$ cat src/rtl/rxlg_pkg.sv
package rxlg_pkg;

    localparam int unsigned LEN_W      = 16;
    localparam int unsigned MAX_W      = 14;
    localparam int unsigned HDR_CRC    = 18;
    localparam int unsigned MIN_PAY    = 46;
    localparam int unsigned LT_LEN_TOP = 1500;
    localparam int unsigned LT_HI_POS  = 13;
    localparam int unsigned LT_LO_POS  = 14;
    localparam int unsigned DEF_MAX    = 1518;

    typedef logic [LEN_W-1:0] len_t;

    typedef struct packed {
        logic [MAX_W-1:0] max_len;
        logic             plen_en;
    } frame_cfg_t;

    typedef struct packed {
        logic done;
        logic too_long;
        logic plen_err;
    } eof_stat_t;

    function automatic len_t sat_inc(input len_t v);
        return (v == '1) ? v : v + len_t'(1);
    endfunction

    function automatic logic lt_is_len(input logic [15:0] lt);
        return lt <= 16'(LT_LEN_TOP);
    endfunction

    function automatic logic plen_bad(input len_t len, input logic [15:0] lt);
        logic [15:0] want;
        want = (lt < 16'(MIN_PAY)) ? 16'(MIN_PAY) : lt;
        if (len < len_t'(HDR_CRC)) return 1'b1;
        return (16'(len - len_t'(HDR_CRC))) != want;
    endfunction

endpackage

$ cat src/rtl/rxlg_cfg_regs.sv
module rxlg_cfg_regs
    import rxlg_pkg::*;
#(
    parameter int unsigned MAX_RESET     = DEF_MAX,
    parameter bit          PLEN_EN_RESET = 1'b0
) (
    input  logic             clk,
    input  logic             rst,
    input  logic             we,
    input  logic [MAX_W-1:0] wmax,
    input  logic             wen,
    input  logic             sof_take,
    output frame_cfg_t       act_cfg
);
    frame_cfg_t reg_q;
    frame_cfg_t snap_q;

    always_ff @(posedge clk) begin
        if (rst) begin
            reg_q.max_len <= MAX_W'(MAX_RESET);
            reg_q.plen_en <= PLEN_EN_RESET;
        end else if (we) begin
            reg_q.max_len <= wmax;
            reg_q.plen_en <= wen;
        end
    end

    always_ff @(posedge clk) begin
        if (rst) begin
            snap_q.max_len <= MAX_W'(MAX_RESET);
            snap_q.plen_en <= PLEN_EN_RESET;
        end else if (sof_take) begin
            snap_q <= reg_q;
        end
    end

    assign act_cfg = sof_take ? reg_q : snap_q;
endmodule

$ cat src/rtl/rxlg_len_counter.sv
module rxlg_len_counter
    import rxlg_pkg::*;
(
    input  logic             clk,
    input  logic             rst,
    input  logic             vld,
    input  logic             sof,
    input  logic             eof,
    input  logic [MAX_W-1:0] max_len,
    output logic             take,
    output len_t             nxt_len,
    output len_t             cnt_q,
    output logic             frame_over,
    output logic             irq_q
);
    logic in_frame_q;
    logic seen_q;
    logic over_now;
    logic first_over;

    assign take       = vld && (sof || in_frame_q);
    assign nxt_len    = sof ? len_t'(1) : sat_inc(cnt_q);
    assign over_now   = take && (nxt_len > len_t'(max_len));
    assign first_over = over_now && (sof || !seen_q);
    assign frame_over = over_now || (seen_q && !sof);

    always_ff @(posedge clk) begin
        if (rst) begin
            cnt_q      <= '0;
            in_frame_q <= 1'b0;
            seen_q     <= 1'b0;
            irq_q      <= 1'b0;
        end else begin
            irq_q <= first_over;
            if (take) begin
                cnt_q      <= nxt_len;
                in_frame_q <= !eof;
                seen_q     <= frame_over;
            end
        end
    end
endmodule

$ cat src/rtl/rxlg_lt_capture.sv
module rxlg_lt_capture
    import rxlg_pkg::*;
(
    input  logic        clk,
    input  logic        rst,
    input  logic        take,
    input  logic        sof,
    input  len_t        nxt_len,
    input  logic [7:0]  data,
    output logic [15:0] lt_now,
    output logic        lt_have
);
    logic [7:0]  hi_q;
    logic [15:0] lt_q;
    logic        have_q;
    logic        at_hi;
    logic        at_lo;

    assign at_hi   = take && (nxt_len == len_t'(LT_HI_POS));
    assign at_lo   = take && (nxt_len == len_t'(LT_LO_POS));
    assign lt_now  = at_lo ? {hi_q, data} : lt_q;
    assign lt_have = at_lo || (have_q && !sof);

    always_ff @(posedge clk) begin
        if (rst) begin
            hi_q   <= '0;
            lt_q   <= '0;
            have_q <= 1'b0;
        end else begin
            if (at_hi) hi_q <= data;
            if (at_lo) lt_q <= {hi_q, data};
            if (take) have_q <= lt_have;
        end
    end
endmodule

$ cat src/rtl/rxlg_status.sv
module rxlg_status
    import rxlg_pkg::*;
(
    input  logic        clk,
    input  logic        rst,
    input  logic        take,
    input  logic        sof,
    input  logic        eof,
    input  logic        frame_over,
    input  logic        plen_en,
    input  logic        lt_have,
    input  logic [15:0] lt_now,
    input  len_t        nxt_len,
    output eof_stat_t   stat_q,
    output logic        irq_plen_q
);
    logic      err;
    eof_stat_t stat_d;

    assign err = plen_en && lt_have && lt_is_len(lt_now) && plen_bad(nxt_len, lt_now);

    always_comb begin
        stat_d.done     = 1'b1;
        stat_d.too_long = frame_over;
        stat_d.plen_err = err;
    end

    always_ff @(posedge clk) begin
        if (rst) begin
            stat_q     <= '0;
            irq_plen_q <= 1'b0;
        end else begin
            irq_plen_q <= take && eof && err;
            if (take && eof)      stat_q <= stat_d;
            else if (take && sof) stat_q <= '0;
        end
    end
endmodule

$ cat src/rtl/rx_len_guard.sv
module rx_len_guard
    import rxlg_pkg::*;
#(
    parameter int unsigned MAX_RESET     = DEF_MAX,
    parameter bit          PLEN_EN_RESET = 1'b0
) (
    input  logic             clk,
    input  logic             rst,
    input  logic             rx_vld,
    input  logic             rx_sof,
    input  logic             rx_eof,
    input  logic [7:0]       rx_data,
    input  logic             cfg_we,
    input  logic [MAX_W-1:0] cfg_max_len,
    input  logic             cfg_plen_en,
    output logic             irq_oversize,
    output logic             irq_plen_err,
    output logic             st_valid,
    output logic             st_too_long,
    output logic             st_plen_err
);
    frame_cfg_t  act_cfg;
    logic        take;
    len_t        nxt_len;
    len_t        frm_cnt;
    logic        frame_over;
    logic [15:0] lt_now;
    logic        lt_have;
    eof_stat_t   stat;

    rxlg_cfg_regs #(.MAX_RESET(MAX_RESET), .PLEN_EN_RESET(PLEN_EN_RESET)) u_cfg (
        .clk(clk), .rst(rst), .we(cfg_we), .wmax(cfg_max_len), .wen(cfg_plen_en),
        .sof_take(rx_vld && rx_sof), .act_cfg(act_cfg)
    );

    rxlg_len_counter u_cnt (
        .clk(clk), .rst(rst), .vld(rx_vld), .sof(rx_sof), .eof(rx_eof),
        .max_len(act_cfg.max_len), .take(take), .nxt_len(nxt_len), .cnt_q(frm_cnt),
        .frame_over(frame_over), .irq_q(irq_oversize)
    );

    rxlg_lt_capture u_lt (
        .clk(clk), .rst(rst), .take(take), .sof(rx_sof), .nxt_len(nxt_len),
        .data(rx_data), .lt_now(lt_now), .lt_have(lt_have)
    );

    rxlg_status u_st (
        .clk(clk), .rst(rst), .take(take), .sof(rx_sof), .eof(rx_eof),
        .frame_over(frame_over), .plen_en(act_cfg.plen_en), .lt_have(lt_have),
        .lt_now(lt_now), .nxt_len(nxt_len), .stat_q(stat), .irq_plen_q(irq_plen_err)
    );

    assign st_valid    = stat.done;
    assign st_too_long = stat.too_long;
    assign st_plen_err = stat.plen_err;
endmodule

$ cat config.mk
export PLATFORM = sky130hd
export DESIGN_NAME = rx_len_guard
export DESIGN_NICKNAME = d
export VERILOG_FILES = /design/src/rtl/rxlg_pkg.sv /design/src/rtl/rxlg_cfg_regs.sv /design/src/rtl/rxlg_len_counter.sv /design/src/rtl/rxlg_lt_capture.sv /design/src/rtl/rxlg_status.sv /design/src/rtl/rx_len_guard.sv
export SDC_FILE = /design/constraint.sdc
export NUM_CORES = 1
export LEC_CHECK = 0
export BUFFER_PORTS_ARGS = -buffer_cell sky130_fd_sc_hd__buf_2
export CORE_UTILIZATION = 55
export DETAILED_ROUTE_END_ITERATION = 10
export GPL_TIMING_DRIVEN = 0
export PLACE_DENSITY = 0.79
export SYNTH_ARGS = -nofsm -noshare
export SYNTH_HDL_FRONTEND = slang
export SYNTH_SLANG_ARGS = --single-unit
$ cat constraint.sdc
create_clock -name clk -period 11.28 [get_ports clk]
set_input_delay 2.256 -clock clk [delete_from_list [all_inputs] [get_ports clk]]
set_output_delay 2.256 -clock clk [all_outputs]
set_load 0.03 [all_outputs]
* Word level (Yosys, flattened, before mapping)
Cells that the tools add are included.
** Word-level totals
- Flip-flop bits (word level) :: 78
- Latch bits :: 0
- Bits in writable memories :: 0
- Bits in read-only memories :: 0
- Bits of input ports :: 29
- Memories kept :: 0
** Operators by class
- Add/sub/neg operators :: 2
- $mul :: 0
- Divide/modulo/power cells :: 0
- $lt $le $gt $ge :: 4
- Eq/ne operators :: 4
- Shift-type cells :: 0
- Muxes and demuxes :: 10
- Bitwise gates (word level) :: 0
- Reduce and logical (&&, ||, !) cells :: 22
** Operators by type and width (number)
- 16-bit two-way mux :: 4
- 16-bit by 4-bit equality test with 1-bit output, second input constant :: 2
- 16-bit by 1-bit adder with 16-bit output, second input constant :: 1
- 16-bit equality test, second input constant :: 1
- 16-bit by 14-bit > comparator with 1-bit output :: 1
- 16-bit by 11-bit less-or-equal comparator with 1-bit output, second input constant :: 1
- 16-bit by 5-bit less-than comparator with 1-bit output, second input constant :: 1
- 16-bit by 6-bit less-than comparator with 1-bit output, second input constant :: 1
- 16-bit != test :: 1
- 16-bit by 5-bit subtractor with 16-bit output, second input constant :: 1
- 15-bit two-way mux :: 1
- 1-bit logical AND :: 14
- 3-bit two-way mux :: 2
- 1-bit logical OR :: 4
- 1-bit zero test :: 3
- 1-bit two-way mux :: 3
- 2-bit nonzero test :: 1

* Depth between registers and ports, before layout
Gate-level depths: netlist of the first run.
- Depth after elaboration :: 12
- Gate-level depth with buffers :: 21

* By module
Synthesis of the first run repeated with hierarchy kept, for this count alone.
** Second synthesis, totals
- Cells, all modules :: 569
- Area, all modules :: 4790.8 µm²
** Modules (own cells, without submodules)
- rxlg_len_counter :: times used 1, cells each 230, area each 1702.9 µm², sequential area each 380.4 µm²
- rxlg_lt_capture :: times used 1, cells each 139, area each 1159.9 µm², sequential area each 500.5 µm²
- rxlg_cfg_regs :: times used 1, cells each 97, area each 1139.8 µm², sequential area each 600.6 µm²
- rxlg_status :: times used 1, cells each 102, area each 782.0 µm², sequential area each 80.1 µm²
- rx_len_guard :: times used 1, cells each 1, area each 6.3 µm², sequential area each 0.0 µm²

* Worst setup path before layout of the first run
Ideal clock, no wire load.
- Path kind :: in2reg
- From :: input rx_sof
- To :: register u_cnt.seen_q
- Arrival :: 5.616 ns
- Data required time :: 11.152 ns
- Slack :: 5.537 ns
- Stages :: 18
- Buffers on the path :: 6
- Cell sequence :: buf_2 -> clkbuf_1 -> clkbuf_1 -> buf_1 -> nand2_1 -> clkbuf_1 -> buf_1 -> mux2i_1 -> ha_1 -> a21o_1 -> a21o_1 -> a21o_1 -> a21oi_1 -> o21ai_0 -> a21oi_1 -> o221ai_1 -> a22oi_1 -> nor2_1
** Between the ends
- Longest elaborated chain between the ends :: 5
- Elaborated cells on any way between the ends :: 10
- Those cells by class :: 1 x order compare; 2 x mux; 7 x reduce/logical
** Ends and longest elaborated chain
- start, declared :: RTL line rx_len_guard.sv:10 : input logic rx_sof,
- 1-bit logical AND :: RTL line rx_len_guard.sv:33 : .sof_take(rx_vld && rx_sof), .act_cfg(act_cfg)
- 15-bit two-way mux :: RTL line rxlg_cfg_regs.sv:37 : assign act_cfg = sof_take ? reg_q : snap_q;
- 16-bit by 14-bit > comparator with 1-bit output :: RTL line rxlg_len_counter.sv:23 : assign over_now = take && (nxt_len > len_t'(max_len));
- 1-bit logical AND :: RTL line rxlg_len_counter.sv:23
- 1-bit logical OR :: RTL line rxlg_len_counter.sv:25 : assign frame_over = over_now || (seen_q && !sof);
- end signal, assigned :: RTL line rxlg_len_counter.sv:38 : seen_q <= frame_over;
- end, declared :: RTL line rxlg_len_counter.sv:17 : logic seen_q;
Parallel ways exist; a longest one is shown, timed or not.
A chain may end at the register's enable or synchronous reset.

* Final worst setup path of the first run
Same ends and word-level chain as after synthesis.

==> results of run 1 <==
## logic make-up (layout without fill, tap and decap cells)
family / after synthesis / after routing / share of synthesized area [%]
AO/OA/AOI/OAI: 124 / 124 / 17.8
AND/OR/NAND/NOR: 251 / 251 / 27.9
adder cells (fa/ha/maj): 16 / 16 / 4.20
flip-flops: 78 / 78 / 32.7
multiplexers: 44 / 44 / 9.39
XOR/XNOR: 21 / 21 / 3.86
buffers and inverters: 45 / 92 / 4.14
## synthesized netlist by cell type (2+ instances only)
cell type  instances
a2111oi_0          2
a211o_1            8
a211oi_1           9
a21o_1             9
a21oi_1           44
a31oi_1            5
a32oi_1            4
a41oi_1            2
and2_1             3
and3_1             8
and4_1             4
buf_1              4
buf_2              8
buf_4              3
clkbuf_1          17
dfxtp_1           78
ha_1              16
inv_1             11
mux2_2             3
mux2i_1           40
nand2_1           76
nand2b_1          11
nand3_1           14
nand4_1           11
nand4_2            2
nand4_4            2
nand4b_1           2
nor2_1            53
nor2b_1           17
nor3_1            15
nor4_1             9
nor4_4             2
nor4b_1            2
o2111a_1           3
o2111ai_1          3
o21a_1             2
o21ai_0           15
o21ai_1            2
o221ai_1           3
o31ai_1            3
or2_2              4
or3_1              6
or4_1              4
xnor2_1           14
xor2_1             7
## area by class of cell
type,instances,area (sq um)
clock inverter,6,93.8
sequential,78,1560
clock buffer,9,124
fill,760,3020
buffer,33,153
inverter,12,45.0
multi-input combinational,456,3010
timing repair buffer,32,160
tap,105,131
## per-stage QoR
stage                     utilization [%]  setup WS, ns  instance area (sq um)  power, mW
final                                63.6          4.79                   5280      0.571
after global routing                 63.6          4.38                   5280      0.589
after CTS                            63.5          4.86                   5270      0.572
after floorplan                         -          5.54                   4770      0.320
after detailed placement             60.9          4.57                   5060      0.339
after global placement               60.9          4.66                   5060      0.337
## state kept, by name, indices dropped and copies added, names as in the netlist
name,flops
u_cfg.reg_q,15
u_cfg.snap_q,15
u_cnt.cnt_q,16
u_cnt.in_frame_q,1
u_cnt.irq_q,1
u_cnt.seen_q,1
u_lt.have_q,1
u_lt.hi_q,8
u_lt.lt_q,16
u_st.irq_plen_q,1
u_st.stat_q,3
## power by group through the flow
stage	logic (mW)	clock network, mW	registers (mW)
after floorplan	0.0298	0	0.291
after global placement	0.0466	0	0.291
after detailed placement	0.0483	0	0.291
after CTS	0.0488	0.238	0.284
after global routing	0.0537	0.250	0.285
final	0.0496	0.237	0.285
## metal layers
layer  vias up  wire length, um
li1       2189                -
met1      2154             5820
met2       246             6310
met3        33             1210
met4         0              369
met5         -                0
## worst paths after layout
check / start / endpoint / slack (ns) / depth (start not counted)
hold reg to reg: u_lt.hi_q[5]$_SDFFE_PP0P_ / u_lt.hi_q[5]$_SDFFE_PP0P_ / 0.47 / 2
hold / removal: u_lt.hi_q[5]$_SDFFE_PP0P_ / u_lt.hi_q[5]$_SDFFE_PP0P_ / 0.47 / 2
setup / recovery: rx_sof / u_cnt.seen_q$_SDFFE_PP0P_ / 4.79 / 18
setup reg to reg: u_cnt.cnt_q[0]$_SDFFE_PP0P_ / u_cnt.seen_q$_SDFFE_PP0P_ / 6.55 / 21
## critical path, cell delays in order
cell and delay, ns:
buf_2 0.22, clkbuf_1 0.38, clkbuf_1 0.45, buf_1 0.45
nand2_1 0.13, clkbuf_1 0.34, buf_1 0.38, mux2i_1 0.35
ha_1 0.30, a21o_1 0.16, a21o_1 0.16, a21o_1 0.16
a21oi_1 0.14, o21ai_0 0.09, a21oi_1 0.20, o221ai_1 0.21
a22oi_1 0.26, nor2_1 0.08
==> flow_metrics.py, run 1 <==
metrics = {
    "run_status": {
        "status": "finished, final reports clean",
    },
    "global_route": {
        "first_global_vias": 4291,
        "grt_pass1_wl_mm": 21.8,
        "top_usage_layer": "met2",
        "grt_max_degree": 15,
        "grt_overflow": 0,
        "antenna_found_initial": 0,
        "use_met3_pct": 4.47,
        "use_met1_pct": 42.4,
        "track_usage_pct": 31.8,
        "grt_util_met2_pct": 51.2,
    },
    "placement": {
        "place_inst": 715,
        "detailed_place_hpwl_mm": 10.2,
        "gp_congestion": 0.934,
        "port_buffers": 31,
    },
    "pwr": {
        "p_int_uw": 425,
        "power_density_nw_per_um2": 108,
        "clkPwrFrac_pct": 41.4,
        "leakage_nw": 2.32,
        "swShare_pct": 25.6,
        "p_seq_share_pct": 49.9,
        "irDropWorstVdd_mv": 0.112,
        "power.switching_uw": 146,
        "power_frac_comb_pct": 8.7,
    },
    "sta": {
        "tightest_slew_ns": 1.34,
        "hold_violations": 0,
        "fin_crit_sh_pct": 57.6,
        "max_freq_mhz": 154,
        "min_period_ns": 6.49,
        "slew_viol_final": 0,
        "rsz0062_at_grt": "no",
        "finalSetupViolations": 0,
        "max_slew_margin_pct": 9.62,
        "holdWs_ns": 0.471,
        "setup_tns_ns": 0,
        "skew_ns": 0.0137,
    },
    "finish": {
        "finalNonFillerCells": 731,
        "final_common_cell": "dfxtp_1",
        "mostFrequentLayoutCells": "dfxtp_1, nand2_1, nor2_1, a21oi_1, mux2i_1",
        "area_growth_pct": 10.7,
        "drive_gt1_share_pct": 12.6,
        "antennaDiodeCount": 0,
        "nNetsFinal": 667,
    },
    "yosys": {
        "yosysTopAreaCell": "dfxtp_1",
        "synth.avg_cell_area_sq_um": 8.24,
        "async_flop_share_pct": 0,
        "synth_cell_types": 64,
        "synth-seq-cells": 78,
        "ys.flop_type": "dfxtp_1",
        "syn_area_sq_um": 4770,
        "synth_area_leaders": "dfxtp_1, mux2i_1, nand2_1",
        "yosysSeqAreaShare_pct": 32.7,
        "synth_edf_count": 0,
        "synth_top_cell_area_share_pct": 32.7,
        "synth_nets": 624,
        "postSynthCellCount": 579,
        "yosysWarnings": 0,
    },
    "clocking": {
        "numClockSinks": 78,
        "post-cts-setup-buffer-count": 0,
        "cts_hold_buf": 0,
        "cts_max_path_buffers": 2,
        "cts_tree": "yes",
        "post_cts_resize_count": 0,
        "numCtsBuffers": 9,
        "cts_root_buf": "clkbuf_8",
        "clk_pin_slew_worst_paths_ns": 0.09,
        "clk_latency_ns": 0.37,
        "cts_htree_levels": 3,
    },
    "floorplan": {
        "die_h_um": 95.1,
        "die-width_um": 95.1,
        "initial_utilization_pct": 57.5,
        "dieArea_sq_um": 9050,
        "core_region_area_sq_um": 8300,
        "placementRows": 33,
        "pin_count": 34,
    },
    "worst_setup_path": {
        "end_kind": "flop",
        "path_class": "in2reg",
        "start_kind": "input port",
        "arrival_ns": 6.72,
        "crit_required_ns": 11.51,
        "path_max_fanout": 10,
    },
    "detailed_routing": {
        "wl_per_cell_um": 18.7,
        "viasPerCell": 6.32,
        "drc": 0,
        "drt_pass1_iterations": 5,
        "vias": 4622,
        "ant_nets": 0,
        "routed_wl_mm": 13.7,
        "drt_iter0_drc": 370,
    },
    "flow_run": {
        "maxCapViolCount": 0,
    },
    "worst_hold_path": {
        "hold_class": "reg2reg",
    },
}
(Power assumes the default switching activity.)
==> run 2, diff against run 1 <==
ABC_AREA = 1   (was not set)
clock period = 6.4 ns   (was 11.28 ns; I/O delays follow)
==> flow_metrics.py, run 2 <==
metrics = {
    "run_status": {
        "status": "finished, final reports clean",
    },
    "yosys": {
        "yosysWarnings": 0,
        "yosysSeqAreaShare_pct": 34.7,
        "yosysMostFrequentCell": "nand2_1",
        "synth_top_cell_area_share_pct": 34.7,
        "synth-seq-cells": 78,
        "async_flop_share_pct": 0,
        "ys.flop_type": "dfxtp_1",
        "synth.avg_cell_area_sq_um": 6.78,
        "yosysTopAreaCell": "dfxtp_1",
        "syn_area_sq_um": 4500,
        "synth_area_leaders": "dfxtp_1, nand2_1, inv_1",
        "synth_cell_types": 39,
        "synth_nets": 709,
        "synth.top_cells.by_count": "nand2_1, dfxtp_1, inv_1",
        "postSynthCellCount": 664,
        "synth_edf_count": 0,
    },
    "global_route": {
        "grt_max_degree": 16,
        "track_usage_pct": 28.5,
        "antenna_found_initial": 0,
        "first_global_vias": 4151,
        "grt_overflow": 0,
        "grt_pass1_wl_mm": 19.0,
    },
    "sta": {
        "max_slew_margin_pct": 28.9,
        "skew_ns": 0.0104,
        "finalSetupViolations": 0,
        "rsz0062_at_grt": "no",
        "min_period_ns": 4.31,
        "fin_crit_sh_pct": 67.4,
        "tightest_slew_ns": 1.06,
        "hold_violations": 0,
        "max_freq_mhz": 232,
        "holdWs_ns": 0.447,
        "setup_tns_ns": 0,
        "slew_viol_final": 0,
    },
    "floorplan": {
        "die-width_um": 92.4,
        "initial_utilization_pct": 57.6,
        "pin_count": 34,
        "dieArea_sq_um": 8550,
        "placementRows": 32,
        "die_h_um": 92.4,
        "core_region_area_sq_um": 7810,
    },
    "finish": {
        "nNetsFinal": 753,
        "antennaDiodeCount": 0,
        "area_growth_pct": 11.0,
        "reg_top3": "u_cnt.cnt_q x16, u_lt.lt_q x16",
        "drive_gt1_share_pct": 12.6,
        "finalNonFillerCells": 815,
        "mostFrequentLayoutCells": "nand2_1, dfxtp_1, inv_1, nor2_1, nand3_1",
        "final_common_cell": "nand2_1",
    },
    "pwr": {
        "leakage_nw": 2.51,
        "power_frac_comb_pct": 15.3,
        "p_int_uw": 746,
        "clkPwrFrac_pct": 36.4,
        "p_seq_share_pct": 48.4,
        "swShare_pct": 30.4,
        "power.switching_uw": 325,
        "irDropWorstVdd_mv": 0.145,
        "power_density_nw_per_um2": 214,
    },
    "clocking": {
        "clk_pin_slew_worst_paths_ns": 0.09,
        "cts_max_path_buffers": 2,
        "post_cts_resize_count": 0,
        "cts_htree_levels": 3,
        "clk_latency_ns": 0.37,
        "numClockSinks": 78,
        "cts_root_buf": "clkbuf_8",
        "post-cts-setup-buffer-count": 0,
        "cts_hold_buf": 0,
        "numCtsBuffers": 9,
        "cts_tree": "yes",
    },
    "worst_setup_path": {
        "crit_path_max_incr_delay_ns": 0.57,
        "end_kind": "flop",
        "start_kind": "input port",
        "crit_required_ns": 6.66,
        "path_max_fanout": 10,
        "critPathBufInv": 4,
        "slowest_stage": "buf_1",
        "crit_top_cell": "nand2_1",
        "arrival_ns": 4.57,
        "path_cells": "buf_2 > nand2_1 > clkbuf_1 > buf_1 > mux2i_1 > ha_1 > a21oi_1 > o211ai_1 > a21oi_1 > o221ai_1 > nand3_1 > nand2_1 > o21ai_0 > nand2_1 > nand2_1 > o21ai_0 > o21ai_0 > inv_1",
        "path_class": "in2reg",
        "cp_top_family": "buffers and inverters",
    },
    "detailed_routing": {
        "drc": 0,
        "viasPerCell": 5.54,
        "drt_pass1_iterations": 6,
        "ant_nets": 0,
        "routed_wl_mm": 11.4,
        "wl_per_cell_um": 14.0,
        "vias": 4514,
        "drt_iter0_drc": 303,
    },
    "placement": {
        "detailed_place_hpwl_mm": 8.89,
        "port_buffers": 33,
        "place_inst": 799,
        "gp_congestion": 0.906,
    },
    "flow_run": {
        "maxCapViolCount": 0,
    },
    "worst_hold_path": {
        "hold_class": "reg2reg",
    },
}
[run 2: changes by cell type after synthesis, sizes merged, moves of 11 or more]
cell,change
nand2,+100
inv,+68
nand3,+38
o21ai,+35
nor2,+33
mux2i,-27
nor2b,-17
nor3,-14
xnor2,-14
nand2b,-11
[run 2: cell type report]
type	count	area, sq um
clock buffers	9	124
flip-flops and latches	78	1560
clock inverters	7	80.1
well taps	102	128
plain buffers	21	101
multi-input cells	484	2530
fillers	712	2810
repair buffers	33	165
inverters	81	304
[run 2: through the flow]
step                      util, %  power [mW]  instance area, sq um  setup slack (ns)
final                        64.0        1.07                  5000              2.09
after global routing         64.0        1.12                  5000              1.79
after CTS                    64.0        1.07                  5000              2.11
after detailed placement     61.4       0.689                  4790              1.76
after global placement       61.4       0.683                  4790              1.85
after floorplan                 -       0.642                  4500              2.57
[run 2: worst register-to-register path, stage by stage, from the launching register on]
cell and delay, ns:
dfxtp_1 0.44, ha_1 0.30, nand3_1 0.17, nor2_1 0.30, nand3_1 0.13, nand2_1 0.08, nand3_1 0.09, o21bai_1 0.27
nand2_1 0.13, nor2_2 0.25, nand2_4 0.15, o21ai_1 0.42, nor2_1 0.10, nand2_1 0.07, nand2_1 0.05, nand2_1 0.09
buf_6 0.15, nand2_1 0.05, nand2_1 0.06, nand2_1 0.06, nor2_1 0.12, nand2_1 0.06, nor2_1 0.08, nand2_1 0.05
nand2_1 0.08, nand2_1 0.05
[run 2: worst paths after layout]
kind,slack [ns],cells past startpoint,from,end
worst max-delay path,2.09,18,rx_sof,u_st.stat_q[1]$_SDFFE_PP0P_
worst min-delay path,0.45,1,u_cnt.seen_q$_SDFFE_PP0P_,u_cnt.irq_q$_SDFF_PP0_
worst min register to register,0.45,1,u_cnt.seen_q$_SDFFE_PP0P_,u_cnt.irq_q$_SDFF_PP0_
worst max register to register,2.51,25,u_cnt.cnt_q[0]$_SDFFE_PP0P_,u_st.stat_q[0]$_SDFFE_PP0P_
[run 2: per-layer routing]
metal	GRT usage [%]	routed length, um	up-vias	part of all wire [%]
li1	-	-	2233	-
met1	35.1	4890	2048	43
met2	47.3	5310	196	47
met3	5.99	744	37	6.5
met4	13.4	458	0	4.0
met5	0	0	-	0
[run 2: power groups by stage]
| stage | Clock (mW) | Combinational [mW] | Sequential (mW) |
|---|---|---|---|
| after floorplan | 0 | 0.115 | 0.526 |
| after global placement | 0 | 0.155 | 0.528 |
| after detailed placement | 0 | 0.160 | 0.529 |
| after CTS | 0.394 | 0.161 | 0.517 |
| after global routing | 0.414 | 0.182 | 0.520 |
| final | 0.390 | 0.163 | 0.518 |
[run 2: logic make-up (layout without fill, tap and decap cells)]
kind of cell | count (synthesis) | in the layout | synth area share, %
XOR/XNOR | 16 | 16 | 3.11
flip-flops | 78 | 78 | 34.7
AO/OA/AOI/OAI | 102 | 102 | 12.0
adder cells (fa/ha/maj) | 16 | 16 | 4.45
AND/OR/NAND/NOR | 336 | 336 | 33.6
buffers and inverters | 102 | 151 | 9.01
multiplexers | 14 | 14 | 3.11
